[src/rtl/xlt_pkg.sv]
package xlt_pkg;
    localparam int VA_W   = 32;
    localparam int PA_W   = 32;
    localparam int ENT_W  = 32;
    localparam int OFS_W  = 12;
    localparam int IDX_W  = 10;
    localparam int VPN_W  = VA_W - OFS_W;
    localparam int PFN_W  = PA_W - OFS_W;
    localparam int ROOT_W = 27;
    localparam int RA_W   = 12;
    localparam int RD_W   = 32;

    localparam logic [RA_W-1:0] RG_FLUSH   = 12'h300;
    localparam logic [RA_W-1:0] RG_ROOT    = 12'h304;
    localparam logic [RA_W-1:0] RG_STOP    = 12'h5DC;
    localparam logic [RA_W-1:0] RG_STOPPED = 12'h5E0;

    typedef enum logic [2:0] {
        W_IDLE,
        W_L1_REQ,
        W_L1_WAIT,
        W_L2_REQ,
        W_L2_WAIT
    } walk_st_e;
endpackage

[src/rtl/xlt_tlb.sv]
module xlt_tlb #(
    parameter int N     = 8,
    parameter int TAG_W = 20,
    parameter int DAT_W = 20
) (
    input  logic             clk,
    input  logic             rst_n,
    input  logic [TAG_W-1:0] lk_tag,
    output logic             lk_hit,
    output logic [DAT_W-1:0] lk_data,
    input  logic             fill_en,
    input  logic [TAG_W-1:0] fill_tag,
    input  logic [DAT_W-1:0] fill_data,
    input  logic             flush
);
    localparam int PTR_W = (N > 1) ? $clog2(N) : 1;
    localparam logic [PTR_W-1:0] LAST = PTR_W'(N - 1);

    typedef struct packed {
        logic [N-1:0]            vld;
        logic [N-1:0][TAG_W-1:0] tag;
        logic [N-1:0][DAT_W-1:0] dat;
        logic [PTR_W-1:0]        ptr;
    } tlb_t;

    tlb_t s_q, s_d;
    logic [N-1:0] match;

    generate
        for (genvar i = 0; i < N; i++) begin : g_ent
            assign match[i] = s_q.vld[i] && (s_q.tag[i] == lk_tag);
        end
    endgenerate

    assign lk_hit = |match;

    always_comb begin
        lk_data = '0;
        for (int i = 0; i < N; i++) begin
            if (match[i]) lk_data = lk_data | s_q.dat[i];
        end
    end

    always_comb begin
        s_d = s_q;
        if (flush) begin
            s_d.vld = '0;
        end else if (fill_en) begin
            s_d.vld[s_q.ptr] = 1'b1;
            s_d.tag[s_q.ptr] = fill_tag;
            s_d.dat[s_q.ptr] = fill_data;
            s_d.ptr          = (s_q.ptr == LAST) ? '0 : s_q.ptr + 1'b1;
        end
    end

    always_ff @(posedge clk) begin
        if (!rst_n) s_q <= '0;
        else        s_q <= s_d;
    end


    tag_unique_chk: assert property (@(posedge clk) disable iff (!rst_n)
        $onehot0(match));


    flush_clear_chk: assert property (@(posedge clk) disable iff (!rst_n)
        flush |=> !lk_hit);
endmodule

[src/rtl/xlt_walker.sv]
module xlt_walker
    import xlt_pkg::*;
(
    input  logic             clk,
    input  logic             rst_n,
    input  logic             start,
    input  logic [VPN_W-1:0] start_vpn,
    input  logic [PFN_W-1:0] root_pfn,
    input  logic             gate_closed,
    output logic             mem_req_valid,
    input  logic             mem_req_ready,
    output logic [PA_W-1:0]  mem_req_addr,
    input  logic             mem_rsp_valid,
    input  logic [ENT_W-1:0] mem_rsp_data,
    output logic             busy,
    output logic             outstanding,
    output logic             done,
    output logic [PFN_W-1:0] done_pfn,
    output logic [VPN_W-1:0] cur_vpn
);
    typedef struct packed {
        walk_st_e         st;
        logic [VPN_W-1:0] vpn;
        logic [PFN_W-1:0] tbl;
    } wstate_t;

    wstate_t s_q, s_d;
    logic    issue_l1;
    logic    unused_hi;

    assign unused_hi     = ^mem_rsp_data[ENT_W-1:PFN_W];
    assign issue_l1      = (s_q.st == W_L1_REQ);
    assign mem_req_valid = (issue_l1 || s_q.st == W_L2_REQ) && !gate_closed;
    assign mem_req_addr  = issue_l1
        ? {root_pfn, s_q.vpn[VPN_W-1 -: IDX_W], 2'b00}
        : {s_q.tbl,  s_q.vpn[IDX_W-1:0],        2'b00};
    assign busy          = (s_q.st != W_IDLE);
    assign outstanding   = (s_q.st == W_L1_WAIT) || (s_q.st == W_L2_WAIT);
    assign done          = (s_q.st == W_L2_WAIT) && mem_rsp_valid;
    assign done_pfn      = mem_rsp_data[PFN_W-1:0];
    assign cur_vpn       = s_q.vpn;

    always_comb begin
        s_d = s_q;
        unique case (s_q.st)
            W_IDLE: begin
                if (start) begin
                    s_d.st  = W_L1_REQ;
                    s_d.vpn = start_vpn;
                end
            end
            W_L1_REQ: begin
                if (mem_req_valid && mem_req_ready) s_d.st = W_L1_WAIT;
            end
            W_L1_WAIT: begin
                if (mem_rsp_valid) begin
                    s_d.tbl = mem_rsp_data[PFN_W-1:0];
                    s_d.st  = W_L2_REQ;
                end
            end
            W_L2_REQ: begin
                if (mem_req_valid && mem_req_ready) s_d.st = W_L2_WAIT;
            end
            W_L2_WAIT: begin
                if (mem_rsp_valid) s_d.st = W_IDLE;
            end
            default: s_d.st = W_IDLE;
        endcase
    end

    always_ff @(posedge clk) begin
        if (!rst_n) s_q <= '{st: W_IDLE, vpn: '0, tbl: '0};
        else        s_q <= s_d;
    end


    l2_frame_chk: assert property (@(posedge clk) disable iff (!rst_n)
        (s_q.st == W_L1_WAIT && mem_rsp_valid)
        |=> (mem_req_addr[PA_W-1:OFS_W] == $past(mem_rsp_data[PFN_W-1:0])));


    walk_lock_chk: assert property (@(posedge clk) disable iff (!rst_n)
        busy |-> !start);
endmodule

[src/rtl/iommu_xlate.sv]
module iommu_xlate
    import xlt_pkg::*;
#(
    parameter int TLB_N = 8
) (
    input  logic             clk,
    input  logic             rst_n,
    input  logic             req_valid,
    output logic             req_ready,
    input  logic [VA_W-1:0]  req_vaddr,
    output logic             rsp_valid,
    output logic [PA_W-1:0]  rsp_paddr,
    output logic             mem_req_valid,
    input  logic             mem_req_ready,
    output logic [PA_W-1:0]  mem_req_addr,
    input  logic             mem_rsp_valid,
    input  logic [ENT_W-1:0] mem_rsp_data,
    input  logic             reg_wr,
    input  logic             reg_rd,
    input  logic [RA_W-1:0]  reg_addr,
    input  logic [RD_W-1:0]  reg_wdata,
    output logic [RD_W-1:0]  reg_rdata
);
    typedef struct packed {
        logic              halt;
        logic              halted;
        logic [ROOT_W-1:0] root;
        logic              inval_seen;
        logic              rsp_v;
        logic [PA_W-1:0]   rsp_pa;
        logic [OFS_W-1:0]  off;
    } top_t;

    top_t s_q, s_d;

    logic             accept, start_walk, flush_now;
    logic             tlb_hit, fill_en;
    logic [PFN_W-1:0] tlb_pfn, done_pfn;
    logic [VPN_W-1:0] cur_vpn;
    logic             walk_busy, walk_out, walk_done;
    logic             unused_wd;

    assign unused_wd  = ^reg_wdata[RD_W-1:ROOT_W];
    assign req_ready  = !s_q.halt && !walk_busy;
    assign accept     = req_valid && req_ready;
    assign start_walk = accept && !tlb_hit;
    assign flush_now  = reg_wr && (reg_addr == RG_FLUSH) && reg_wdata[0];
    assign fill_en    = walk_done && !s_q.inval_seen && !flush_now;
    assign rsp_valid  = s_q.rsp_v;
    assign rsp_paddr  = s_q.rsp_pa;

    xlt_tlb #(
        .N     (TLB_N),
        .TAG_W (VPN_W),
        .DAT_W (PFN_W)
    ) u_tlb (
        .clk       (clk),
        .rst_n     (rst_n),
        .lk_tag    (req_vaddr[VA_W-1:OFS_W]),
        .lk_hit    (tlb_hit),
        .lk_data   (tlb_pfn),
        .fill_en   (fill_en),
        .fill_tag  (cur_vpn),
        .fill_data (done_pfn),
        .flush     (flush_now)
    );

    xlt_walker u_walk (
        .clk           (clk),
        .rst_n         (rst_n),
        .start         (start_walk),
        .start_vpn     (req_vaddr[VA_W-1:OFS_W]),
        .root_pfn      (s_q.root[PFN_W-1:0]),
        .gate_closed   (s_q.halt),
        .mem_req_valid (mem_req_valid),
        .mem_req_ready (mem_req_ready),
        .mem_req_addr  (mem_req_addr),
        .mem_rsp_valid (mem_rsp_valid),
        .mem_rsp_data  (mem_rsp_data),
        .busy          (walk_busy),
        .outstanding   (walk_out),
        .done          (walk_done),
        .done_pfn      (done_pfn),
        .cur_vpn       (cur_vpn)
    );

    always_comb begin
        s_d       = s_q;
        s_d.rsp_v = 1'b0;
        if (reg_wr && reg_addr == RG_STOP) s_d.halt = reg_wdata[0];
        if (reg_wr && reg_addr == RG_ROOT) s_d.root = reg_wdata[ROOT_W-1:0];
        s_d.halted = s_d.halt && s_q.halt && !walk_out;
        if (start_walk) s_d.inval_seen = flush_now;
        else            s_d.inval_seen = s_q.inval_seen || flush_now;
        if (accept) s_d.off = req_vaddr[OFS_W-1:0];
        if (accept && tlb_hit) begin
            s_d.rsp_v  = 1'b1;
            s_d.rsp_pa = {tlb_pfn, req_vaddr[OFS_W-1:0]};
        end else if (walk_done) begin
            s_d.rsp_v  = 1'b1;
            s_d.rsp_pa = {done_pfn, s_q.off};
        end
    end

    always_ff @(posedge clk) begin
        if (!rst_n) begin
            s_q      <= '0;
            s_q.halt <= 1'b1;
        end else begin
            s_q <= s_d;
        end
    end

    always_comb begin
        reg_rdata = '0;
        if (reg_rd) begin
            case (reg_addr)
                RG_ROOT:    reg_rdata = RD_W'(s_q.root);
                RG_STOP:    reg_rdata = RD_W'(s_q.halt);
                RG_STOPPED: reg_rdata = RD_W'(s_q.halted);
                default:    reg_rdata = '0;
            endcase
        end
    end


    hit_rsp_chk: assert property (@(posedge clk) disable iff (!rst_n)
        (req_valid && req_ready && tlb_hit) |=> rsp_valid);


    gate_no_fetch_chk: assert property (@(posedge clk) disable iff (!rst_n)
        s_q.halted |-> (!mem_req_valid && !req_ready));


    halted_drain_chk: assert property (@(posedge clk) disable iff (!rst_n)
        s_q.halted |-> !walk_out);
endmodule

[config.mk]
export PLATFORM = sky130hd
export DESIGN_NAME = iommu_xlate
export DESIGN_NICKNAME = d
export VERILOG_FILES = /design/src/rtl/xlt_pkg.sv /design/src/rtl/xlt_tlb.sv /design/src/rtl/xlt_walker.sv /design/src/rtl/iommu_xlate.sv
export SDC_FILE = /design/constraint.sdc
export NUM_CORES = 1
export LEC_CHECK = 0
export BUFFER_PORTS_ARGS = -buffer_cell sky130_fd_sc_hd__buf_4
export CELL_PAD_IN_SITES_DETAIL_PLACEMENT = 1
export CELL_PAD_IN_SITES_GLOBAL_PLACEMENT = 1
export CORE_UTILIZATION = 35
export CTS_CLUSTER_SIZE = 30
export DETAILED_ROUTE_END_ITERATION = 8
export HOLD_SLACK_MARGIN = 0.03
export PLACE_DENSITY = 0.7
export SKIP_CTS_REPAIR_TIMING = 1
export SLEW_MARGIN = 20
export SYNTH_ARGS = -nofsm -noshare
export SYNTH_HDL_FRONTEND = slang
export SYNTH_HIERARCHICAL = 1
export SYNTH_SLANG_ARGS = --single-unit
[constraint.sdc]
create_clock -name clk -period 4 [get_ports clk]
set_clock_uncertainty 0.2 [all_clocks]
set_input_delay 0.8 -clock clk [delete_from_list [all_inputs] [get_ports clk]]
set_output_delay 0.8 -clock clk [all_outputs]
set_load 0.01 [all_outputs]
==> flow_metrics.tcl, run 1 <==
set metrics [dict create \
    status "finished clean" \
    required_ps 3000 \
    rsz0062_at_grt "no" \
    ys_ff_latch 449 \
    tightest_slew_ps 1090 \
    wl_um 73800 \
    finalSetupTns_ps 0 \
    worstHoldEndpoint "u_tlb/s_q[58]$_SDFFE_PN0P_" \
    crit_path_cell_trace "buf_4 -> nor4_1 -> and4_1 -> buf_4 -> and2_1 -> buf_4" \
    grtUsageMet3 0.0275 \
    io_buffers 189 \
    dp_hpwl_um 48600 \
    cpMostUsedCell "buf_4" \
    syn_area_per_cell_um2 8.34 \
    syn_area_um2 22100 \
    grt_pass1_vias 19300 \
    ant_nets 0 \
    max_stage_delay_ps 540 \
    finalCritPeriodShare 0.903 \
    mostFrequentLayoutCells "nand2_1 (843), dfxtp_1 (449), buf_4 (242)" \
    fin_ws_ps 389 \
    ys_seq_area_frac 0.406 \
    rr_endpoint "u_tlb/s_q[263]$_SDFFE_PN0P_" \
    gr-usage-met2 0.412 \
    hold_viol 0 \
    fp.dieW_um 254 \
    hold_depth 2 \
    die-area_um2 64300 \
    syn_to_final_growth_pct 13.3 \
    grt_first_pass_wirelength_um 113000 \
    setup_viol 0 \
    nets 2750 \
    final_cells 3510 \
    power_mw 9.75 \
    leakagePower_nw 9.17 \
    grt_usage 0.228 \
    cap_violations 0 \
    finalInstanceArea_um2 25100 \
    crit_slowest_cell "nor4_1" \
    top_level_ports 214 \
    die_h_um 254 \
    ir_drop_mv 0.298 \
    yosysUniqueCellTypes 64 \
    rows 91 \
    grt_max_degree 124 \
    maxSlewViolCount 0 \
    maxSlewHeadroom 0.274 \
    rrSetupSlack_ps 510 \
    root_buffer "clkbuf_16" \
    vias 18400 \
    layout_commonest_cell "nand2_1" \
    wl_per_cell_um 21.0 \
    vias_per_cell 5.25 \
    critPathLaunchType "input pin" \
    synth_edf_count 0 \
    dpl_worst_slack_ps 82.2 \
    coreArea_um2 62100 \
    cts_made_buffers 48 \
    cts_max_path_buffers 3 \
    grt_overflow 0 \
    clock-sinks 449 \
    synth_cells 2654 \
    fill_cells 7302 \
    drtIter0Drc 1011 \
    diodes 0 \
    period_minus_slack_ps 3610 \
    antenna_found_initial 1 \
    ys_dominant_reg_cell "dfxtp_1" \
    h-tree-depth 2 \
    crit_type "input pin to output port" \
    path_max_fanout 20 \
    hold_path.class "flip-flop to flip-flop" \
    start_util 0.357 \
    dpl-instance-area_um2 23400 \
    synthArstFlopShare 0 \
    layout-drive-gt1-share 0.159 \
    yosysWarnings 6 \
    rr_startpoint "u_walk/s_q[41]$_SDFFE_PN0P_" \
    cts_tree "built" \
    drc_errors 0 \
    clk_pin_slew_ps 60 \
    rr_worst_depth 8 \
    cp-end-kind "output port" \
    final_util 0.404 \
    use_met1 0.274 \
    pwr_density_cell_nw_per_um2 389 \
    dp_cells 3420 \
    dr.pass1.iters 5 \
    gp_congestion 0.841 \
    min_from "u_tlb/s_q[58]$_SDFFE_PN0P_" \
    clk_latency_ps 600 \
    whs_ps 251 \
    clock.fmax_ghz 0.277 \
    critPathArrivalTime_ps 2610 \
    grt_most_used_layer "met2" \
]
==> final cells by class <==
class | instances | area [um^2] | area share
Multi-Input combinational cell | 1880 | 11300 | 0.451
Sequential cell | 449 | 8990 | 0.358
Timing Repair Buffer | 252 | 2010 | 0.0802
Clock buffer | 65 | 1400 | 0.0557
Tap cell | 837 | 1050 | 0.0418
Clock inverter | 25 | 318 | 0.0127
Inverter | 2 | 7.51 | 0.000299
==> power breakdown <==
part / leakage [nW] / internal, mW / switching [mW]
Clock: 0.857 / 2.91 / 1.94
Sequential: 3.61 / 4.47 / 0.000357
Combinational: 4.70 / 0.182 / 0.251
Total: 9.17 / 7.56 / 2.19
==> worst max-delay path by stage <==
| stage | slack (ps) | startpoint | depth (start not counted) | to |
|---|---|---|---|---|
| 4_1_cts | 420 | reg_addr[7] | 7 | reg_rdata[20] |
| 5_1_grt | 290 | reg_addr[1] | 6 | reg_rdata[20] |
| 6_report | 390 | reg_addr[1] | 6 | reg_rdata[20] |
| 3_5_place_dp | 80 | reg_addr[9] | 11 | u_tlb/s_q[266]$_SDFFE_PN0P_ |
| 2_1_floorplan | 500 | mem_rsp_valid | 11 | u_tlb/s_q[203]$_SDFFE_PN0P_ |
| 3_3_place_gp | 220 | reg_addr[1] | 10 | u_tlb/s_q[213]$_SDFFE_PN0P_ |
==> kinds of logic after synthesis <==
kind of cell    synth area share
xor+xnor                  0.0671
compound gates             0.147
other cells             0.000339
simple gates               0.239
fa+ha+maj                0.00113
buf+inv                   0.0883
mux                       0.0505
flops                      0.406
==> layer usage <==
layer / share of wire / wire [um]
met1: 0.42 / 31400
met2: 0.51 / 37500
met3: 0.036 / 2690
met4: 0.031 / 2290
met5: 0 / 0
==> state kept, by name, summed over array words and instances, names as in the netlist <==
| register | flops |
|---|---|
| u_tlb/s_q | 331 |
| rsp_paddr | 32 |
| rsp_valid | 1 |
| s_q | 42 |
| u_walk/s_q | 23 |
| u_walk/cur_vpn | 20 |
==> critical path: cells and delay by family <==
family                 cells  cell delay [ps]
buffers and inverters      3              540
and+or+nand+nor            3             1250
==> cells in the mapped netlist, types with 4 or more instances <==
library cell | instances | area [um^2]
a21boi_1 | 197 | 1480
xnor2_1 | 119 | 1040
xor2_1 | 32 | 280
a21boi_0 | 162 | 1220
dfxtp_1 | 449 | 8990
nor4_2 | 4 | 50.1
a21oi_1 | 4 | 20.0
buf_1 | 4 | 15.0
nor2b_1 | 7 | 43.8
buf_2 | 83 | 415
mux2i_1 | 78 | 781
nand2_1 | 844 | 3170
buf_4 | 106 | 796
o211a_1 | 32 | 320
mux2_2 | 28 | 315
and2_1 | 30 | 188
clkbuf_1 | 104 | 390
and3_1 | 30 | 188
and4_4 | 19 | 214
xnor2_2 | 10 | 163
a31oi_1 | 24 | 150
nor2_1 | 16 | 60.1
nand3_1 | 131 | 656
nor4_1 | 12 | 75.1
buf_6 | 28 | 315
nand4_1 | 46 | 288
No activity file was read; power rests on OpenSTA's default activity.
==> run 2, diff against run 1 <==
--- a/config.mk
+++ b/config.mk
@@ -6,13 +6,14 @@
 export NUM_CORES = 1
 export LEC_CHECK = 0
 export BUFFER_PORTS_ARGS = -buffer_cell sky130_fd_sc_hd__buf_4
+export CAP_MARGIN = 5
 export CELL_PAD_IN_SITES_DETAIL_PLACEMENT = 1
 export CELL_PAD_IN_SITES_GLOBAL_PLACEMENT = 1
 export CORE_UTILIZATION = 35
 export CTS_CLUSTER_SIZE = 30
 export DETAILED_ROUTE_END_ITERATION = 8
 export HOLD_SLACK_MARGIN = 0.03
-export PLACE_DENSITY = 0.7
+export PLACE_DENSITY_LB_ADDON = 0.2
 export SKIP_CTS_REPAIR_TIMING = 1
 export SLEW_MARGIN = 20
 export SYNTH_ARGS = -nofsm -noshare
==> constraint.sdc (replaced) <==
create_clock -name clk -period 3.4 [get_ports clk]
set_clock_uncertainty 0.2 [all_clocks]
set_input_delay 0.68 -clock clk [delete_from_list [all_inputs] [get_ports clk]]
set_output_delay 0.68 -clock clk [all_outputs]
set_load 0.01 [all_outputs]
==> run 2 against run 1 <==
Worst hold slack worse by 130 ps; non-clock buffer count is 55 higher; largest cell class unchanged; die area unchanged; worst setup slack lost 200 ps.
==> flow_metrics.tcl, run 2 (synthesis gave the netlist of run 1 again) <==
set metrics [dict create \
    crit_path_cell_trace "buf_4 -> nor3b_4 -> buf_6 -> mux2_2 -> buf_4" \
    power_mw 11.4 \
    largest-register "u_tlb/s_q" \
    syn_to_final_growth_pct 17.1 \
    rr_startpoint "u_tlb/s_q[260]$_SDFFE_PN0P_" \
    critPathLaunchType "flip-flop" \
    wl_per_cell_um 22.1 \
    dp_hpwl_um 52500 \
    wl_um 79100 \
    ant_nets 0 \
    gp_congestion 0.841 \
    antenna_found_initial 0 \
    grt_max_degree 107 \
    worst-path-buf-inv 3 \
    whs_ps 121 \
    pwr_density_cell_nw_per_um2 441 \
    vias_per_cell 5.18 \
    maxSlewViolCount 0 \
    period_minus_slack_ps 3210 \
    drc_errors 0 \
    grt_first_pass_wirelength_um 119000 \
    top_level_ports 214 \
    cpMostUsedCell "buf_4" \
    rr_endpoint "u_walk/s_q[40]$_SDFFE_PN0P_" \
    vias 18500 \
    die_h_um 254 \
    diodes 0 \
    path_max_fanout 30 \
    grt_pass1_vias 19200 \
    start_util 0.357 \
    multiInputGateArea_um2 11300 \
    clk_pin_slew_ps 60 \
    hold_depth 2 \
    tightest_slew_ps 729 \
    worstHoldEndpoint "rsp_paddr[2]$_SDFFE_PN0P_" \
    final-seq-area_um2 8990 \
    io_buffers 189 \
    clock.fmax_ghz 0.311 \
    cpLargestDelayFamily "buffers and inverters" \
    largest_register_ffs 331 \
    layout_commonest_cell "nand2_1" \
    max_stage_delay_ps 430 \
    grt_usage 0.245 \
    finalSetupTns_ps 0 \
    maxSlewHeadroom 0.513 \
    layout-drive-gt1-share 0.177 \
    dpl-instance-area_um2 24200 \
    cts_tree "built" \
    finalCritPeriodShare 0.944 \
    clock-sinks 449 \
    cap_violations 0 \
    cp-end-kind "output port" \
    status "finished clean" \
    die-area_um2 64300 \
    cts_made_buffers 52 \
    finalInstanceArea_um2 25900 \
    crit_type "flip-flop to output port" \
    dr.pass1.iters 5 \
    min_from "req_vaddr[2]" \
    required_ps 2520 \
    mostFrequentLayoutCells "nand2_1 (839), dfxtp_1 (449), buf_4 (261)" \
    h-tree-depth 2 \
    worst-path-stages 5 \
    cts_max_path_buffers 3 \
    root_buffer "clkbuf_16" \
    leakagePower_nw 9.60 \
    hold_viol 0 \
    hold_path.class "input pin to flip-flop" \
    rr_worst_depth 11 \
    setup_viol 0 \
    fill_cells 7235 \
    rrSetupSlack_ps 410 \
    drtIter0Drc 953 \
    nets 2809 \
    ir_drop_mv 0.344 \
    critPathArrivalTime_ps 2330 \
    clk_latency_ps 610 \
    grt_overflow 0 \
    fp.dieW_um 254 \
    rows 91 \
    rsz0062_at_grt "no" \
    crit_slowest_cell "mux2_2" \
    coreArea_um2 62100 \
]
run 2: layer usage:
| layer | track usage | share of wire |
|---|---|---|
| met1 | 0.298 | 0.43 |
| met2 | 0.441 | 0.50 |
| met3 | 0.0290 | 0.036 |
| met4 | 0.0904 | 0.033 |
| met5 | 0 | 0 |
run 2: where the power goes:
part	internal [mW]	switching [mW]	leakage, nW
clock network	3.28	2.34	0.852
registers	5.26	0.000388	3.61
logic	0.254	0.315	5.13
total	8.79	2.65	9.60
run 2: how the worst max path moves through the flow:
stage,startpoint,end
6_report,u_walk/s_q[40]$_SDFFE_PN0P_,mem_req_addr[11]
3_3_place_gp,reg_addr[1],u_tlb/s_q[223]$_SDFFE_PN0P_
3_5_place_dp,reg_addr[1],u_tlb/s_q[166]$_SDFFE_PN0P_
4_1_cts,u_walk/s_q[40]$_SDFFE_PN0P_,mem_req_addr[11]
5_1_grt,reg_addr[5],reg_rdata[21]
2_1_floorplan,mem_rsp_valid,u_tlb/s_q[203]$_SDFFE_PN0P_
run 2: layout make-up:
cell class / instances / area share
clock inverter: 15 / 0.00429
sequential: 449 / 0.347
timing repair buffer: 307 / 0.111
clock buffer: 80 / 0.0613
multi-input combinational: 1880 / 0.437
tap: 837 / 0.0404
inverter: 2 / 0.000290
run 2: through the flow:
step                      worst slack [ps]  utilization  cells
after detailed placement              -250        0.390   3475
after global routing                  51.5        0.418   3570
after CTS                             62.3        0.418   3570
after floorplan                       16.4            -   2659
final                                  189        0.418   3570
after global placement                -206        0.390   3475
